## config.mk

```make
export PLATFORM = sky130hd
export DESIGN_NAME = dma_bw_throttle
export DESIGN_NICKNAME = d
export VERILOG_FILES = /design/src/rtl/dma_bwt_pkg.sv /design/src/rtl/bwt_code_latch.sv /design/src/rtl/bwt_lead_window.sv /design/src/rtl/bwt_stall_timer.sv /design/src/rtl/dma_bw_throttle.sv
export SDC_FILE = /design/constraint.sdc
export NUM_CORES = 1
export LEC_CHECK = 0
export ABC_AREA = 1
export BUFFER_PORTS_ARGS = -buffer_cell sky130_fd_sc_hd__buf_2
export CORE_AREA = 2 2 39 41
export CTS_CLUSTER_SIZE = 12
export DETAILED_ROUTE_END_ITERATION = 10
export DIE_AREA = 0 0 41 43
export SYNTH_ARGS = -nofsm -noshare
export SYNTH_HDL_FRONTEND = slang
export SYNTH_SLANG_ARGS = --single-unit
export TNS_END_PERCENT = 50
```

## constraint.sdc

```tcl
create_clock -name clk_i -period 3 [get_ports clk_i]
set_clock_uncertainty 0.15 [all_clocks]
set_input_delay 0.9 -clock clk_i [delete_from_list [all_inputs] [get_ports clk_i]]
set_output_delay 0.9 -clock clk_i [all_outputs]
set_load 0.005 [all_outputs]
```

## src/rtl/dma_bwt_pkg.sv

```systemverilog
package dma_bwt_pkg;

   typedef enum logic [1:0] {
      BWC_OFF   = 2'b00,
      BWC_UNDEF = 2'b01,
      BWC_SHORT = 2'b10,
      BWC_LONG  = 2'b11
   } bwc_e;

   // width needed to hold the value n (at least one bit)
   function automatic int unsigned cnt_width(input int unsigned n);
      int unsigned w;
      w = 1;
      while ((1 << w) <= n) w++;
      return w;
   endfunction

endpackage

```

## src/rtl/bwt_code_latch.sv

```systemverilog
module bwt_code_latch
   import dma_bwt_pkg::*;
#(
   parameter int unsigned SHORT_LEN    = 4,
   parameter int unsigned LONG_LEN     = 8,
   parameter bit          UNDEF_IS_OFF = 1'b1,
   localparam int unsigned CW          = cnt_width(LONG_LEN)
) (
   input  logic          clk_i,
   input  logic          rst_ni,
   input  logic          loop_start_i,
   input  logic [1:0]    code_i,
   output logic [CW-1:0] len_o,
   output logic          rsvd_seen_o
);

   localparam logic [CW-1:0] ShortLen = CW'(SHORT_LEN);
   localparam logic [CW-1:0] LongLen  = CW'(LONG_LEN);

   bwc_e          code_e;
   logic [CW-1:0] len_dec;
   logic [CW-1:0] len_q;
   logic          rsvd_q;

   assign code_e = bwc_e'(code_i);

   // decode of the undefined code is selected at elaboration
   generate
      if (UNDEF_IS_OFF) begin : g_undef_off
         always_comb begin
            unique case (code_e)
               BWC_SHORT: len_dec = ShortLen;
               BWC_LONG:  len_dec = LongLen;
               default:   len_dec = '0;
            endcase
         end
      end else begin : g_undef_long
         always_comb begin
            unique case (code_e)
               BWC_OFF:   len_dec = '0;
               BWC_SHORT: len_dec = ShortLen;
               default:   len_dec = LongLen;
            endcase
         end
      end
   endgenerate

   always_ff @(posedge clk_i or negedge rst_ni) begin
      if (!rst_ni) begin
         len_q  <= '0;
         rsvd_q <= 1'b0;
      end else if (loop_start_i) begin
         len_q <= len_dec;
         if (code_e == BWC_UNDEF) rsvd_q <= 1'b1;
      end
   end

   assign len_o       = len_q;
   assign rsvd_seen_o = rsvd_q;

endmodule

```

## src/rtl/bwt_lead_window.sv

```systemverilog
module bwt_lead_window
   import dma_bwt_pkg::*;
#(
   parameter int unsigned LEAD_SKIP = 2,
   localparam int unsigned LW       = cnt_width(LEAD_SKIP)
) (
   input  logic clk_i,
   input  logic rst_ni,
   input  logic loop_start_i,
   input  logic acc_done_i,
   output logic in_lead_o
);

   generate
      if (LEAD_SKIP == 0) begin : g_no_lead
         assign in_lead_o = 1'b0;
      end else begin : g_lead_cnt
         localparam logic [LW-1:0] Skip = LW'(LEAD_SKIP);
         logic [LW-1:0] seen_q;

         always_ff @(posedge clk_i or negedge rst_ni) begin
            if (!rst_ni) begin
               seen_q <= '0;
            end else if (loop_start_i) begin
               seen_q <= '0;
            end else if (acc_done_i && (seen_q < Skip)) begin
               seen_q <= seen_q + LW'(1);
            end
         end

         assign in_lead_o = (seen_q < Skip);
      end
   endgenerate

endmodule

```

## src/rtl/bwt_stall_timer.sv

```systemverilog
module bwt_stall_timer #(
   parameter int unsigned CW = 4
) (
   input  logic          clk_i,
   input  logic          rst_ni,
   input  logic          clear_i,
   input  logic          load_i,
   input  logic [CW-1:0] len_i,
   output logic          stall_o
);

   logic [CW-1:0] left_q;

   always_ff @(posedge clk_i or negedge rst_ni) begin
      if (!rst_ni) begin
         left_q <= '0;
      end else if (clear_i) begin
         left_q <= '0;
      end else if (load_i) begin
         left_q <= len_i;
      end else if (left_q != '0) begin
         left_q <= left_q - CW'(1);
      end
   end

   assign stall_o = (left_q != '0);

endmodule

```

## src/rtl/dma_bw_throttle.sv

```systemverilog
module dma_bw_throttle
   import dma_bwt_pkg::*;
#(
   parameter int unsigned SHORT_LEN    = 4,
   parameter int unsigned LONG_LEN     = 8,
   parameter int unsigned LEAD_SKIP    = 2,
   parameter bit          UNDEF_IS_OFF = 1'b1
) (
   input  logic       clk_i,
   input  logic       rst_ni,
   input  logic [1:0] bwc_code_i,
   input  logic       loop_start_i,
   input  logic       acc_done_i,
   input  logic       acc_last_i,
   output logic       stall_o,
   output logic       rsvd_seen_o
);

   localparam int unsigned CW = cnt_width(LONG_LEN);

   generate
      if (SHORT_LEN < 1) begin : g_bad_short
         $error("SHORT_LEN must be at least 1");
      end
      if (LONG_LEN < SHORT_LEN) begin : g_bad_long
         $error("LONG_LEN must not be below SHORT_LEN");
      end
   endgenerate

   logic [CW-1:0] held_len;
   logic          in_lead;
   logic          load;

   bwt_code_latch #(
      .SHORT_LEN   (SHORT_LEN),
      .LONG_LEN    (LONG_LEN),
      .UNDEF_IS_OFF(UNDEF_IS_OFF)
   ) u_code (
      .clk_i       (clk_i),
      .rst_ni      (rst_ni),
      .loop_start_i(loop_start_i),
      .code_i      (bwc_code_i),
      .len_o       (held_len),
      .rsvd_seen_o (rsvd_seen_o)
   );

   bwt_lead_window #(
      .LEAD_SKIP(LEAD_SKIP)
   ) u_lead (
      .clk_i       (clk_i),
      .rst_ni      (rst_ni),
      .loop_start_i(loop_start_i),
      .acc_done_i  (acc_done_i),
      .in_lead_o   (in_lead)
   );

   assign load = acc_done_i && !loop_start_i && !in_lead && !acc_last_i
              && (held_len != '0);

   bwt_stall_timer #(
      .CW(CW)
   ) u_timer (
      .clk_i  (clk_i),
      .rst_ni (rst_ni),
      .clear_i(loop_start_i),
      .load_i (load),
      .len_i  (held_len),
      .stall_o(stall_o)
   );

endmodule

```

Word-level counts from Yosys, hierarchy flattened
Cells that the tools add are included.
- flip-flop bits (word level): 11
- output and inout port bits: 2
- multiplexer cells: 6
- reductions and logical operators: 13
- $lt $le $gt $ge: 1
- equal/unequal tests: 3
- add/sub/neg operators: 2
- operators with widths (kind ; count):
    4-bit two-way mux ; 3
    4-bit case mux with 2 select lines ; 1
    4-bit nonzero test ; 2
    1-bit logical AND ; 5
    2-bit == test, second input constant ; 2
    2-bit two-way mux ; 2
    4-bit by 1-bit subtractor with 4-bit output, second input constant ; 1
    1-bit zero test ; 3
    3-bit nonzero test ; 1
    2-bit by 1-bit adder with 2-bit output, second input constant ; 1
    2-bit by 1-bit == test with 1-bit output, second input constant ; 1
    2-bit < comparator, second input constant ; 1
    2-bit AND reduction ; 1
    2-bit nonzero test ; 1

Logic depth before layout (Yosys ltp)
Gate-level depths: netlist (run 1).
- depth in word-level cells: 7
- depth in mapped cells: 7
- mapped depth without buffers: 7

By module
From an unflattened synthesis (run 1), not the netlist that was laid out.
- cell total of the unflattened synthesis: 81
- area, all modules: 555.5 sq um
- by module, submodules not included (module ; area an instance (sq um) ; times used ; cells an instance):
    bwt_stall_timer ; 276.5 ; 1 ; 41
    bwt_code_latch ; 142.6 ; 1 ; 18
    bwt_lead_window ; 88.8 ; 1 ; 10
    dma_bw_throttle ; 47.5 ; 1 ; 12

Worst setup path before layout (run 1)
Ideal clock, no wire load.
- path kind: reg-to-output
- start: reg u_timer.left_q[0]
- end: out stall_o
- data required time: 1.950 ns
- arrival: 0.725 ns
- path slack: 1.225 ns
- stages on the path, launching flop included: 4
- path through: dfrtp_1 inv_1 ha_1 nand2_1
- longest elaborated chain between the ends: 1
- RTL lines (element ; line ; text):
    start: declaration ; bwt_stall_timer.sv:12 ; logic [CW-1:0] left_q;
    start signal: assignment ; bwt_stall_timer.sv:20 ; left_q <= len_i;
    start signal: assignment ; bwt_stall_timer.sv:22 ; left_q <= left_q - CW'(1);
    4-bit nonzero test ; bwt_stall_timer.sv:26 ; assign stall_o = (left_q != '0);
    end: declaration ; dma_bw_throttle.sv:15 ; output logic stall_o,
No other way between the ends.

Worst setup path after layout (run 1)
Ends and elaborated chain as after synthesis.

==> impl_metrics.json, run 1 <==
{
  "run_status": "finished clean",
  "internal-power_uw": 260,
  "cts_setup_buffers": 0,
  "max_cap_viol_count": 0,
  "yosysWarnings": 0,
  "die_area_sq_mm": 0.00176,
  "coreArea_sq_mm": 0.00138,
  "clkLatencyLatePin_ns": 0.25,
  "drcViolationCount": 0,
  "fin_crit_sh": 0.739,
  "power.share.clock": 0.226,
  "cts-htree-levels": 1,
  "ant_nets": 0,
  "syn_area_sq_um": 493,
  "switching_share": 0.362,
  "nNetsFinal": 84,
  "yosysMostFrequentCell": "nand2_1",
  "ys_seq_area_frac": 0.457,
  "post-route-min-period_ns": 2.22,
  "rows": 14,
  "synth_top_cell_area_share": 0.457,
  "critPathSlowestCell": "dfrtp_1",
  "grt_max_degree": 10,
  "cts_resized": 0,
  "cts-buffers-inserted": 3,
  "area_growth_pct": 17.5,
  "grt_pass1_wl_um": 1580,
  "cp-start-kind": "flip-flop",
  "clkSinkCount": 9,
  "path_max_fanout": 4,
  "fin_tns_setup_ns": 0,
  "cts.clk_slew.worst_paths_ns": 0.06,
  "synth_area_leader_cell": "dfrtp_1",
  "grt_pass1_vias": 388,
  "crit_type": "flip-flop to primary output",
  "combinationalPowerShare": 0.373,
  "antenna_found_initial": 0,
  "synth_area_leaders": "dfrtp_1 46%, nand2_1 11%, inv_1 9.1%",
  "num_antenna_cells": 0,
  "die_height_um": 43,
  "critPathArrivalTime_ns": 1.17,
  "max-vdd-ir-drop_mv": 0.249,
  "final_util": 0.419,
  "syn_inst": 63,
  "relSlewSlack": 0.857,
  "routed_wirelength_um": 892,
  "slew_violations": 0,
  "drtPass1Iterations": 4,
  "initial_core_util": 0.356,
  "max_slew.worst_pin.slew_ns": 0.214,
  "io_buffers": 8,
  "crit_buf_inv": 2,
  "synth_commonest_cells": "15 x nand2_1, 12 x inv_1, 9 x dfrtp_1",
  "gp_congestion": 0.754,
  "max_freq_mhz": 451,
  "ys_types": 17,
  "drt-initial-drc-count": 10,
  "cts_max_path_buffers": 2,
  "layout-drive-gt1-share": 0.200,
  "dp_hpwl_um": 727,
  "power_density_mw_per_mm2": 703,
  "hold_path.class": "flip-flop to flip-flop",
  "nFillCells": 133,
  "cpPeakStageDelay_ns": 0.37,
  "synth_edf_count": 0,
  "root_buffer": "clkbuf_4",
  "routed_via_density": 4.60,
  "end_kind": "primary output",
  "rsz0062_at_grt": "false",
  "finalHoldViolCount": 0,
  "grt_overflow": 0,
  "synthFlopType": "dfrtp_1",
  "crit_required_ns": 1.95,
  "track_usage": 0.138,
  "cts_tree": "built",
  "synthArstFlopShare": 1.00,
  "vias": 419,
  "setup_viol": 0,
  "seqPwrFrac": 0.400,
  "cp_top_family": "flip-flops",
  "hold_buffers": 0,
  "syn_nets": 71,
  "die_width_um": 41,
  "ios": 9,
  "ys_ff_latch": 9,
  "switching_power_uw": 147,
  "p_leak_uw": 0.000313,
  "wl_per_cell_um": 9.80,
  "crit_chain": "inv_1 > ha_1 > nand2_1 > buf_2",
  "syn_area_per_cell_sq_um": 7.82
}
-- metal layers --
layer  track usage  vias up  wire, um
met2         0.203        7       462
met4        0.0600        0         0
met3        0.0471        0        34
li1              -      226         -
met5             0        -         0
met1         0.178      186       395
-- worst paths after layout --
kind	from	to	slack, ns	cells after the start
max reg2reg	u_timer.left_q[0]$_DFFE_PN0P_	u_timer.left_q[3]$_DFFE_PN0P_	1.59	7
max	u_timer.left_q[0]$_DFFE_PN0P_	stall_o	0.78	4
max in group asynchronous	rst_ni	u_lead.g_lead_cnt.seen_q[0]$_DFFE_PN0P_	2.18	1
min	u_code.rsvd_seen_o$_DFFE_PN0P_	u_code.rsvd_seen_o$_DFFE_PN0P_	0.32	2
min reg2reg	u_code.rsvd_seen_o$_DFFE_PN0P_	u_code.rsvd_seen_o$_DFFE_PN0P_	0.32	2
min in group asynchronous	rst_ni	u_timer.left_q[3]$_DFFE_PN0P_	0.34	1
-- sequential cells by signal, indices dropped and copies added (netlist names) --
name / count
u_code.rsvd_seen_o: 1
u_lead.g_lead_cnt.seen_q: 2
u_code.len_o: 2
u_timer.left_q: 4
-- cell type report --
cell class                 instances  area (sq um)  area share
sequential                         9           225       0.389
tap                               16          20.0      0.0346
timing repair buffer               8          40.0      0.0691
clock buffer                       4          26.3      0.0454
inverter                          13          48.8      0.0842
multi-input combinational         41           219       0.378
-- stage by stage --
stage                     total power [uW]  instance area (sq um)  hold WS [ns]  worst slack (ns)  instances
after global routing                   450                    579         0.335             0.692         91
after detailed placement               320                    553         0.308              1.06         87
after floorplan                        278                    493         0.283              1.22         63
after CTS                              413                    579         0.322             0.782         91
after global placement                 316                    553         0.293              1.08         87
final                                  407                    579         0.319             0.783         91
-- kinds of logic after synthesis --
kind of cell	Yosys count	synth area share
adder cells (fa/ha/maj)	1	0.0254
AND/OR/NAND/NOR	33	0.330
AO/OA/AOI/OAI	6	0.0711
buffers and inverters	13	0.0990
XOR/XNOR	1	0.0178
flip-flops	9	0.457
-- cells in the final DEF, fill, tap and decap left out, drive strengths merged --
cell type,n
clkbuf,4
o31ai,1
nand4,2
xor2,1
a21oi,1
nand3,6
o21ai,2
nand3b,1
dfrtp,9
o22ai,2
buf,8
nand2,15
inv,13
ha,1
nor2,9
-- power by group through the flow --
stage,Combinational (uW),Clock [uW],Sequential (uW)
floorplan,118,0,161
finish,152,92.2,163
global placement,152,0,165
CTS,155,94.6,163
detailed placement,155,0,165
global route,179,104,167
-- worst register-to-register path: stages (launching register included) --
cell	delay [ns]
dfrtp_1	0.37
inv_1	0.11
ha_1	0.19
nand2_1	0.10
nor2_1	0.19
nand2_1	0.08
nand2_1	0.07
nor2_1	0.05
Note: power is estimated with default switching activity, not from simulation.
==> inputs of run 2 (changes only) <==
Clock period 3 ns to 2.14 ns, I/O delays scaled along.
==> impl_metrics.json, run 2 (synthesized netlist as in run 1, its figures left out) <==
{
  "run_status": "finished clean",
  "cts.clk_slew.worst_paths_ns": 0.06,
  "switching_share": 0.363,
  "routed_wirelength_um": 897,
  "num_antenna_cells": 0,
  "regMostFlops": "u_timer.left_q",
  "largest_reg_flops": 4,
  "critPathArrivalTime_ns": 1.17,
  "max_slew.worst_pin.slew_ns": 0.214,
  "die_width_um": 41,
  "slew_violations": 0,
  "rsz0062_at_grt": "false",
  "internal-power_uw": 364,
  "relSlewSlack": 0.857,
  "layout.cells.most_common": "nand2_1",
  "wl_per_cell_um": 9.86,
  "area_growth_pct": 17.5,
  "grt_max_degree": 10,
  "combinationalPowerShare": 0.373,
  "drtPass1Iterations": 4,
  "crit_required_ns": 1.35,
  "dp_hpwl_um": 726,
  "cts-buffers-inserted": 3,
  "power.share.clock": 0.228,
  "ios": 9,
  "setup_viol": 0,
  "crit_chain": "inv_1 > ha_1 > nand2_1 > buf_2",
  "clkSinkCount": 9,
  "cts_setup_buffers": 0,
  "cpPeakStageDelay_ns": 0.37,
  "ant_nets": 0,
  "rows": 14,
  "final_area_sq_um": 579,
  "crit_type": "flip-flop to primary output",
  "grt_pass1_wl_um": 1590,
  "max_freq_mhz": 510,
  "power_density_mw_per_mm2": 987,
  "final_util": 0.419,
  "fin_tns_setup_ns": 0,
  "io_buffers": 8,
  "end_kind": "primary output",
  "nNetsFinal": 84,
  "path_max_fanout": 4,
  "cp-start-kind": "flip-flop",
  "layout_common_cells": "15 x nand2_1, 12 x inv_1, 9 x dfrtp_1, 8 x buf_2, 7 x nor2_1",
  "cts-htree-levels": 1,
  "hold_buffers": 0,
  "switching_power_uw": 208,
  "cts_resized": 0,
  "coreArea_sq_mm": 0.00138,
  "cts_tree": "built",
  "track_usage": 0.142,
  "p_leak_uw": 0.000313,
  "drt-initial-drc-count": 6,
  "post-route-min-period_ns": 1.96,
  "max_cap_viol_count": 0,
  "cts_max_path_buffers": 2,
  "gp_congestion": 0.753,
  "routed_via_density": 4.67,
  "antenna_found_initial": 0,
  "max-vdd-ir-drop_mv": 0.349,
  "seqPwrFrac": 0.399,
  "finalHoldViolCount": 0,
  "critPathSlowestCell": "dfrtp_1",
  "fin_crit_sh": 0.916,
  "root_buffer": "clkbuf_4",
  "drcViolationCount": 0,
  "clkLatencyLatePin_ns": 0.26,
  "die_height_um": 43,
  "grt_overflow": 0,
  "grt_pass1_vias": 393,
  "dpl-instance-area_sq_um": 553,
  "hold_path.class": "primary input to asynchronous set/reset pin",
  "initial_core_util": 0.356,
  "vias": 425,
  "layout-drive-gt1-share": 0.200,
  "die_area_sq_mm": 0.00176
}
run 2: cell counts in the layout (fill, tap and decap cells not counted):
Identical to the previous run, type by type.
run 2: layout make-up:
| cell class | count | area, sq um |
|---|---|---|
| well taps | 16 | 20.0 |
| inverters | 13 | 48.8 |
| repair buffers | 8 | 40.0 |
| flip-flops and latches | 9 | 225 |
| clock buffers | 4 | 26.3 |
| multi-input cells | 41 | 219 |
| fillers | 137 | 805 |
run 2: worst paths after layout:
check / startpoint / end / slack, ns / depth (start not counted)
max: u_timer.left_q[0]$_DFFE_PN0P_ / stall_o / 0.18 / 4
min: rst_ni / u_timer.left_q[3]$_DFFE_PN0P_ / 0.08 / 1
max reg2reg: u_timer.left_q[0]$_DFFE_PN0P_ / u_timer.left_q[2]$_DFFE_PN0P_ / 0.73 / 7
min reg2reg: u_lead.g_lead_cnt.seen_q[0]$_DFFE_PN0P_ / u_lead.g_lead_cnt.seen_q[0]$_DFFE_PN0P_ / 0.32 / 1
max in group asynchronous: rst_ni / u_lead.g_lead_cnt.seen_q[0]$_DFFE_PN0P_ / 1.58 / 1
min in group clk_i: u_lead.g_lead_cnt.seen_q[0]$_DFFE_PN0P_ / u_lead.g_lead_cnt.seen_q[0]$_DFFE_PN0P_ / 0.32 / 1
run 2: power by group through the flow:
stage	logic (uW)	clock network, uW	registers (uW)
after detailed placement	217	0	232
final	213	130	228
after global routing	251	146	234
after floorplan	165	0	225
after global placement	213	0	231
after CTS	218	133	229
run 2: metal layers:
metal	track usage	wire (um)	vias to the layer above
met3	0.0471	38	0
met2	0.200	461	7
li1	-	-	225
met4	0.0800	0	0
met5	0	0	-
met1	0.182	397	193
run 2: through the flow:
step	hold slack (ns)	cells	worst slack, ns	power [uW]
after floorplan	0.196	63	0.623	390
after global placement	0.293	87	0.480	443
after detailed placement	0.308	87	0.459	449
after CTS	0.0869	91	0.178	579
after global routing	0.0849	91	0.0867	631
final	0.0766	91	0.179	572
run 2: worst max-delay path: cells and delay by family (launching register included):
family,cells,cell delay [ns]
DFF,1,0.37
buffers and inverters,2,0.25
adders and majority gates,1,0.19
and+or+nand+nor,1,0.10
